**src/rtl/gseq_pkg.sv**
```systemverilog
package gseq_pkg;

  // Phase sequencing states; GS_IDLE holds both switches open.
  typedef enum logic [2:0] {
    GS_IDLE    = 3'd0,
    GS_HS_ON   = 3'd1,
    GS_WAIT_LS = 3'd2,
    GS_LS_ON   = 3'd3,
    GS_WAIT_HS = 3'd4
  } gs_state_e;

endpackage

```
**src/rtl/gseq_rst_sync.sv**
```systemverilog
module gseq_rst_sync #(
  parameter int unsigned STAGES = 2
) (
  input  logic clk,
  input  logic rst_n_in,
  output logic rst_n_out
);

  logic [STAGES-1:0] sync_q;

  // Assert asynchronously, release after STAGES clock edges.
  always_ff @(posedge clk or negedge rst_n_in) begin
    if (!rst_n_in) begin
      sync_q <= '0;
    end else begin
      sync_q <= {sync_q[STAGES-2:0], 1'b1};
    end
  end

  assign rst_n_out = sync_q[STAGES-1];

endmodule

```
**src/rtl/gseq_wait_timer.sv**
```systemverilog
module gseq_wait_timer #(
  parameter int unsigned DLY = 3
) (
  input  logic clk,
  input  logic rst_n,
  input  logic active,
  input  logic flag,
  output logic seen,
  output logic done
);

  logic armed_q;
  logic arm_en;

  // The flag is remembered once seen during the active window.
  assign seen   = armed_q | flag;
  assign arm_en = active & flag & ~armed_q;

  always_ff @(posedge clk or negedge rst_n) begin
    if (!rst_n) begin
      armed_q <= 1'b0;
    end else if (!active) begin
      armed_q <= 1'b0;
    end else if (arm_en) begin
      armed_q <= 1'b1;
    end
  end

  generate
    if (DLY <= 1) begin : g_direct
      // Done on the sampling edge itself.
      assign done = active & seen;
    end else begin : g_count
      localparam int unsigned CW = $clog2(DLY);
      localparam logic [CW-1:0] LAST = CW'(DLY - 1);

      logic [CW-1:0] cnt_q;
      logic          cnt_en;

      assign cnt_en = active & seen & (cnt_q != LAST);

      always_ff @(posedge clk or negedge rst_n) begin
        if (!rst_n) begin
          cnt_q <= '0;
        end else if (!active) begin
          cnt_q <= '0;
        end else if (cnt_en) begin
          cnt_q <= cnt_q + CW'(1);
        end
      end

      // The edge that first samples the flag counts as edge 1.
      assign done = active & seen & (cnt_q == LAST);
    end
  endgenerate

endmodule

```
**src/rtl/deadtime_gate_seq.sv**
```systemverilog
module deadtime_gate_seq
  import gseq_pkg::*;
#(
  parameter int unsigned LS_DLY_CYC = 3,
  parameter int unsigned HS_DLY_CYC = 3,
  parameter int unsigned WD_CYC     = 24
) (
  input  logic clk,
  input  logic rst_n,
  input  logic pwm_req,
  input  logic sw_low,
  input  logic lsg_low,
  input  logic valley_oc,
  input  logic force_off,
  input  logic force_ls,
  output logic hs_en,
  output logic ls_en
);

  logic      rst_core_n;
  gs_state_e state_q;
  gs_state_e state_d;
  logic      clamp_q;
  logic      clamp_set;
  logic      clamp_hold;
  logic      skip_q;
  logic      skip_d;
  logic      hs_allowed;
  logic      in_wait_ls;
  logic      in_wait_hs;
  logic      ls_seen;
  logic      ls_go;
  logic      hs_seen;
  logic      hs_go;
  logic      wd_seen;
  logic      wd_done;
  logic      wd_fire;
  logic      hs_q;
  logic      ls_q;

  gseq_rst_sync #(.STAGES(2)) u_rst_sync (
    .clk       (clk),
    .rst_n_in  (rst_n),
    .rst_n_out (rst_core_n)
  );

  assign in_wait_ls = (state_q == GS_WAIT_LS);
  assign in_wait_hs = (state_q == GS_WAIT_HS);

  // Switch node fall qualifier plus settling delay.
  gseq_wait_timer #(.DLY(LS_DLY_CYC)) u_ls_delay (
    .clk    (clk),
    .rst_n  (rst_core_n),
    .active (in_wait_ls),
    .flag   (sw_low),
    .seen   (ls_seen),
    .done   (ls_go)
  );

  // Low-side gate discharge qualifier plus settling delay.
  gseq_wait_timer #(.DLY(HS_DLY_CYC)) u_hs_delay (
    .clk    (clk),
    .rst_n  (rst_core_n),
    .active (in_wait_hs),
    .flag   (lsg_low),
    .seen   (hs_seen),
    .done   (hs_go)
  );

  // Negative-current watchdog: free-running count of the low-side wait.
  gseq_wait_timer #(.DLY(WD_CYC)) u_watchdog (
    .clk    (clk),
    .rst_n  (rst_core_n),
    .active (in_wait_ls),
    .flag   (1'b1),
    .seen   (wd_seen),
    .done   (wd_done)
  );

  // Watchdog only acts when the switch node never fell.
  assign wd_fire    = wd_done & wd_seen & ~ls_seen;

  assign clamp_set  = force_ls & ~clamp_q;
  assign clamp_hold = clamp_q | force_ls;
  assign skip_d     = valley_oc | (skip_q & pwm_req);
  assign hs_allowed = pwm_req & ~valley_oc & ~skip_q & ~clamp_hold;

  always_comb begin
    state_d = state_q;
    if (force_off) begin
      state_d = GS_IDLE;
    end else begin
      unique case (state_q)
        GS_IDLE: begin
          state_d = hs_allowed ? GS_WAIT_HS : GS_WAIT_LS;
        end
        GS_HS_ON: begin
          if (!pwm_req || clamp_hold) begin
            state_d = GS_WAIT_LS;
          end
        end
        GS_WAIT_LS: begin
          if (ls_go || wd_fire) begin
            state_d = GS_LS_ON;
          end
        end
        GS_LS_ON: begin
          if (hs_allowed) begin
            state_d = GS_WAIT_HS;
          end
        end
        GS_WAIT_HS: begin
          if (!hs_allowed) begin
            state_d = GS_LS_ON;
          end else if (hs_go && hs_seen) begin
            state_d = GS_HS_ON;
          end
        end
        default: begin
          state_d = GS_IDLE;
        end
      endcase
    end
  end

  always_ff @(posedge clk or negedge rst_core_n) begin
    if (!rst_core_n) begin
      state_q <= GS_IDLE;
      hs_q    <= 1'b0;
      ls_q    <= 1'b0;
      skip_q  <= 1'b0;
    end else begin
      state_q <= state_d;
      hs_q    <= (state_d == GS_HS_ON);
      ls_q    <= (state_d == GS_LS_ON);
      skip_q  <= skip_d;
    end
  end

  always_ff @(posedge clk or negedge rst_core_n) begin
    if (!rst_core_n) begin
      clamp_q <= 1'b0;
    end else if (clamp_set) begin
      clamp_q <= 1'b1;
    end
  end

  assign hs_en = hs_q;
  assign ls_en = ls_q;

endmodule

```
**config.mk**
```make
export PLATFORM = sky130hd
export DESIGN_NAME = deadtime_gate_seq
export DESIGN_NICKNAME = d
export VERILOG_FILES = /design/src/rtl/gseq_pkg.sv /design/src/rtl/gseq_rst_sync.sv /design/src/rtl/gseq_wait_timer.sv /design/src/rtl/deadtime_gate_seq.sv
export SDC_FILE = /design/constraint.sdc
export NUM_CORES = 1
export LEC_CHECK = 0
export BUFFER_PORTS_ARGS = -buffer_cell sky130_fd_sc_hd__buf_4
export CAP_MARGIN = 20
export CORE_MARGIN = 3
export CORE_UTILIZATION = 55
export CTS_CLUSTER_SIZE = 20
export DETAILED_ROUTE_END_ITERATION = 10
export PLACE_DENSITY_LB_ADDON = 0.25
export SLEW_MARGIN = 20
export SYNTH_ARGS = -nofsm -noshare
export SYNTH_HDL_FRONTEND = slang
export SYNTH_SLANG_ARGS = --single-unit
```
**constraint.sdc**
```tcl
create_clock -name clk -period 1.2 [get_ports clk]
set_input_delay 0.12 -clock clk [delete_from_list [all_inputs] [get_ports clk]]
set_output_delay 0.12 -clock clk [all_outputs]
set_load 0.02 [all_outputs]
```
# Word level (Yosys, flattened, before mapping)
# Cells that the tools add are included.
dict set report totals {
  reg_bits 20
  latch_bits 0
  ram_bits 0
  mem_bits_ro 0
  inputBits 8
  output_inout_bits 2
  word_cells 83
  mem_count 0
}
dict set report op_classes {
  addsub 3
  mul 0
  n_div 0
  magnitude_cmp 0
  eq_ne 17
  n_shift 0
  mux 18
  n_bitwise 29
  n_reduce_logical 5
}
# cell n
set op_table {}
lappend op_table {{2-to-1 mux 3 bit} 7}
lappend op_table {{AND 1 bit} 18}
lappend op_table {{one-hot mux 3 bit (5 select lines)} 1}
lappend op_table {{inequality test 2 bit (second input constant)} 6}
lappend op_table {{2-to-1 mux 5 bit} 2}
lappend op_table {{== test 3 x 2 -> 1 bit (second input constant)} 3}
lappend op_table {{2-to-1 mux 2 bit} 4}
lappend op_table {{NOT 1 bit} 7}
lappend op_table {{== test 3 x 1 -> 1 bit (second input constant)} 2}
lappend op_table {{adder 5 x 1 -> 5 bit (second input constant)} 1}
lappend op_table {{== test 5 bit (second input constant)} 1}
lappend op_table {{inequality test 5 bit (second input constant)} 1}
lappend op_table {{adder 2 x 1 -> 2 bit (second input constant)} 2}
lappend op_table {{== test 2 bit (second input constant)} 2}
lappend op_table {{2-to-1 mux 1 bit} 4}
lappend op_table {{OR 1 bit} 4}
lappend op_table {{== test 3 bit (second input constant)} 1}
lappend op_table {{zero test 3 bit} 1}
lappend op_table {{logical OR 1 bit} 2}
lappend op_table {{inequality test 2 x 1 -> 1 bit (second input constant)} 1}
lappend op_table {{logical AND 1 bit} 1}
lappend op_table {{zero test 1 bit} 1}

# Logic depth before layout (Yosys ltp)
dict set report depth {
  ltp_word 9
  depth_mapped 6
  depth_no_buf 6
}

# By module
# From an unflattened synthesis, not the netlist that was laid out.
dict set report hier_totals {
  hier_cells 101
  area_unflattened_um2 1081.0
}
# mod n_inst cells_each area_per_inst_um2 seq_area_each_um2
set modules_own_cells {}
lappend modules_own_cells {deadtime_gate_seq 1 38 361.6 175.2}
lappend modules_own_cells {{gseq_wait_timer (u_watchdog)} 1 30 342.8 150.1}
lappend modules_own_cells {{gseq_wait_timer (u_hs_delay ...)} 2 15 161.4 75.1}
lappend modules_own_cells {gseq_rst_sync 1 3 53.8 50.0}

# Worst setup path before layout
# OpenSTA, ideal clock, no wires.
dict set report synth_path {
  path_kind {reg2reg}
  startpoint {register state_q[1]}
  endpoint {register hs_q, in the netlist hs_en}
  setup_ns 0.087
  t_arrival_ns 1.385
  required_ns 1.113
  path_slack_ns -0.271
  path_stages_with_launch 6
  n_path_buf 1
  period_less_slack_ns 1.471
  path_cell_list {dfrtp_1 > buf_6 > or3b_4 > a311oi_2 > a21oi_2 > a211oi_2}
}
dict set report synth_between {
  elab_chain_len 9
  elab_cells_between_ends 21
  cone_classes {eq/ne: 5; mux: 7; bitwise: 6; reduce/logical: 3}
}
# item line
set synth_lines {}
lappend synth_lines {{start, declared} deadtime_gate_seq.sv:21} ;# gs_state_e state_q;
lappend synth_lines {{start signal, assigned} deadtime_gate_seq.sv:133} ;# state_q <= state_d;
lappend synth_lines {{== test 3 bit} {deadtime_gate_seq.sv:48, deadtime_gate_seq.sv:93}}
lappend synth_lines {{AND 1 bit (2 in a row)} gseq_wait_timer.sv:53} ;# assign done = active & seen & (cnt_q == LAST);
lappend synth_lines {{logical AND 1 bit} deadtime_gate_seq.sv:115} ;# end else if (hs_go && hs_seen) begin
lappend synth_lines {{2-to-1 mux 3 bit} deadtime_gate_seq.sv:115}
lappend synth_lines {{2-to-1 mux 3 bit} deadtime_gate_seq.sv:113} ;# if (!hs_allowed) begin
lappend synth_lines {{one-hot mux 3 bit (5 select lines) (*)} deadtime_gate_seq.sv:93} ;# unique case (state_q)
lappend synth_lines {{2-to-1 mux 3 bit (*)} deadtime_gate_seq.sv:90} ;# if (force_off) begin
lappend synth_lines {{== test 3 x 1 -> 1 bit (*)} deadtime_gate_seq.sv:134} ;# hs_q <= (state_d == GS_HS_ON);
lappend synth_lines {{end signal, assigned} deadtime_gate_seq.sv:134}
lappend synth_lines {{end, declared} deadtime_gate_seq.sv:38} ;# logic hs_q;
# Every way passes the cells marked *; elsewhere a longest branch is shown, timed or not.
# A chain may end at the register's enable or synchronous reset.

# Worst setup path in the final report
dict set report layout_path {
  startpoint {register clamp_q}
  endpoint {register hs_q, in the netlist hs_en}
}
dict set report layout_between {
  elab_chain_len 7
  elab_cells_between_ends 11
  cone_classes {eq/ne: 1; mux: 6; bitwise: 3; reduce/logical: 1}
}
# item line
set layout_lines {}
lappend layout_lines {{start, declared} deadtime_gate_seq.sv:23} ;# logic clamp_q;
lappend layout_lines {{start signal, assigned} deadtime_gate_seq.sv:142} ;# clamp_q <= 1'b0;
lappend layout_lines {{start signal, assigned} deadtime_gate_seq.sv:144} ;# clamp_q <= 1'b1;
lappend layout_lines {{OR 1 bit (*)} deadtime_gate_seq.sv:84} ;# assign clamp_hold = clamp_q | force_ls;
lappend layout_lines {{NOT 1 bit} deadtime_gate_seq.sv:86} ;# assign hs_allowed = pwm_req & ~valley_oc & ~skip_q & ~clamp_hold;
lappend layout_lines {{AND 1 bit} deadtime_gate_seq.sv:86}
lappend layout_lines {{2-to-1 mux 3 bit (on tied branches)} {deadtime_gate_seq.sv:113, deadtime_gate_seq.sv:95, deadtime_gate_seq.sv:108}}
lappend layout_lines {{one-hot mux 3 bit (5 select lines) (*)} deadtime_gate_seq.sv:93}
lappend layout_lines {{2-to-1 mux 3 bit (*)} deadtime_gate_seq.sv:90}
lappend layout_lines {{== test 3 x 1 -> 1 bit (*)} deadtime_gate_seq.sv:134}
# Marked as above.

==> run metrics <==
Worst-Skew Late Latency roughly 0.3 ns; WHS 0.0497 ns; CP startpoint kind flop; Max rail drop VDD 0.753 mV; GR Util All Layers 0.242; Final nets 144; post-synthesis mux area share 0.0101; Synth Cell Area 996 um2; H-tree Lvls 1; Cell Pwr Density 922 mW/mm2; Final Skew ~0.0062 ns; grt total ovfl 0; Chip Height a little under 50 um; period utilisation layout 1.27; first-pass GRT wire length approximately 4.4 mm; PnR worst setup slack -0.327 ns; max cap viols 0; failing checks negative setup slack; total power 1370 uW; most common cell after layout, fill and taps aside buf_4; distinct cell type count after synthesis 34; YS warnings 0; FF-to-FF path depth 4; Die X-Extent 48.6 um; number of global-route vias before repair 962; syn_nets about 110; Residual DRC 0; Die ar. approximately 0.0024 mm2; Post-Synth XOR/XNOR Area 0.0264; combinational family with the most area after synthesis compound AO/OA/AOI/OAI gates; CTS Buf Count 3; starting density of the core 0.618; mean number of vias per cell 6.33; Post-Syn Instances 95; # setup viols final 13; post-place setup slack -0.323 ns; Ports 10; Adder-Cell Fraction of Synth Area 0.0377; RSZ-0062 raised after global routing yes; Avg WL per Cell 18.6 um; mean area per synthesized cell 10.5 um2; Max Clock Freq ~650 MHz; Initial DRC Count 77; fin. max-slew vios 0; Crit Path Max Fanout 3; diode count 0; Fill cells 67; hold depth 2; final WL 2.88 mm; share of cells above drive strength 1 0.534; antenna violations before repair 0; Antenna Nets Post-Route 0; core area roughly 0.0016 mm2; most frequent cells in the layout 30 x buf_4, 18 x dfrtp_1, 6 x nor2_1, 6 x a21oi_1, 6 x o21ai_0; status complete, but fails checks; clock root buffer clkbuf_4; Initial DRT Pass Iterations 4; register bit total from synthesis 20; TritonCTS clock tree done; Worst Path Required 1.41 ns; detailed placement HPWL 1.62 mm; clk slew on worst S/H paths 0.10 ns; largest net degree at the start of global routing 13; hold crit path type in2reg; Leakage ~0.00064 uW; routability congestion estimate from global placement 0.921; kind of critical path reg2reg; Period minus WS final around 1.5 ns; FP Rows 14; non-filler cells, final 155; Max Buffers Root-to-Sink 2; complex-gate fraction of the synthesized area 0.197; TritonCTS Sinks 20; sequential share of the synthesized area 0.503; DR vias 981; Simple-Gate Fraction of Synth Area 0.185; port bufs 9; area grow syn2layout 48.6%; Critical Path Sink Type flop; placed cell count around 150; worst endpoint data arrival time 1.74 ns; final hold violation count 0; setup TNS -1.79 ns
per-layer routing:
layer,global-route usage,up-vias,share of wire
li1,-,418,-
met1,0.282,456,0.36
met4,0.133,0,0.074
met2,0.424,76,0.46
met5,0,-,0
met3,0.0399,31,0.10
logic make-up (layout without fill, tap and decap cells):
group           count (synthesis)  in the layout
fa+ha+maj                       3              3
flops                          20             20
compound gates                 29             29
buf+inv                         6             42
mux                             1              1
xor+xnor                        3              3
other cells                     1              1
simple gates                   32             32
cell usage after synthesis:
library cell | instances | area share
nand4b_1 | 1 | 0.0088
inv_1 | 3 | 0.011
inv_2 | 1 | 0.0038
a22oi_1 | 1 | 0.0075
dfrtp_1 | 20 | 0.50
or3b_4 | 1 | 0.011
conb_1 | 1 | 0.0038
o21a_1 | 1 | 0.0075
nor3b_2 | 1 | 0.013
o31ai_1 | 1 | 0.0075
and2b_2 | 1 | 0.0088
xnor2_1 | 1 | 0.0088
a21o_1 | 2 | 0.015
nand2_1 | 3 | 0.011
a21oi_2 | 1 | 0.0088
o32ai_2 | 1 | 0.016
ha_1 | 3 | 0.038
nor3b_1 | 1 | 0.0075
nand2b_1 | 1 | 0.0063
or3_1 | 5 | 0.031
nor4_1 | 1 | 0.0063
mux2i_1 | 1 | 0.010
buf_6 | 2 | 0.023
a211oi_2 | 1 | 0.013
a21oi_1 | 9 | 0.045
o211ai_1 | 1 | 0.0075
nor2_1 | 11 | 0.041
a2111oi_0 | 1 | 0.0088
o21ai_0 | 9 | 0.045
or2_2 | 1 | 0.0063
xor2_1 | 2 | 0.018
nand3_1 | 3 | 0.015
a311oi_2 | 1 | 0.015
or3b_1 | 2 | 0.018
final timing paths:
check / startpoint / endpoint / slack, ns
hold reg to reg: u_rst_sync.sync_q[1] / clamp_q / 0.16
setup reg to reg: clamp_q / hs_en / -0.33
hold / removal: valley_oc / skip_q / 0.05
max in group asynchronous: u_rst_sync.sync_q[1] / state_q[0] / 0.64
setup / recovery: clamp_q / hs_en / -0.33
min in group asynchronous: u_rst_sync.sync_q[1] / clamp_q / 0.16
where the power goes:
| group | switching (uW) | leakage (uW) | internal, uW | total [uW] |
|---|---|---|---|---|
| clock network | 186 | 0.0000138 | 117 | 303 |
| registers | 31.5 | 0.000257 | 706 | 737 |
| logic | 161 | 0.000369 | 164 | 325 |
| total | 379 | 0.000640 | 987 | 1370 |
sequential cells by signal, indices dropped and copies added, names as in the netlist:
| name | cells |
|---|---|
| u_watchdog.g_count.cnt_q | 5 |
| state_q | 3 |
| u_hs_delay.g_count.cnt_q | 2 |
| u_ls_delay.g_count.cnt_q | 2 |
| u_rst_sync.sync_q | 2 |
| clamp_q | 1 |
| hs_en | 1 |
| ls_en | 1 |
| skip_q | 1 |
| u_hs_delay.armed_q | 1 |
| u_ls_delay.armed_q | 1 |
worst max-delay path, stage by stage (launching register included):
cell and delay, ns:
dfrtp_1 0.43, or3b_4 0.42, o31ai_4 0.27, a21oi_1 0.11, a211oi_2 0.22
timing repair:
action,CTS,global route
hold buffers,1,1
setup buffers,2,2
setup endpoints to repair,15,15
pin swaps,9,8
endpoints found under the hold margin,2,1
resized for setup,18,25
stage by stage:
step                 util  instance area (um2)
floorplan               -                  996
global placement    0.770                 1240
detailed placement  0.770                 1240
CTS                 0.840                 1350
global route        0.918                 1480
finish              0.918                 1480
area by class of cell:
type                    instances  area [um2]  share of cell area
clock buffers                   3        22.5              0.0152
inverters                       4        15.0              0.0101
multi-input cells              69         613               0.414
flip-flops and latches         20         503               0.340
well taps                      24        30.0              0.0203
repair buffers                 35         297               0.200
No activity file was read; power rests on OpenSTA's default activity.
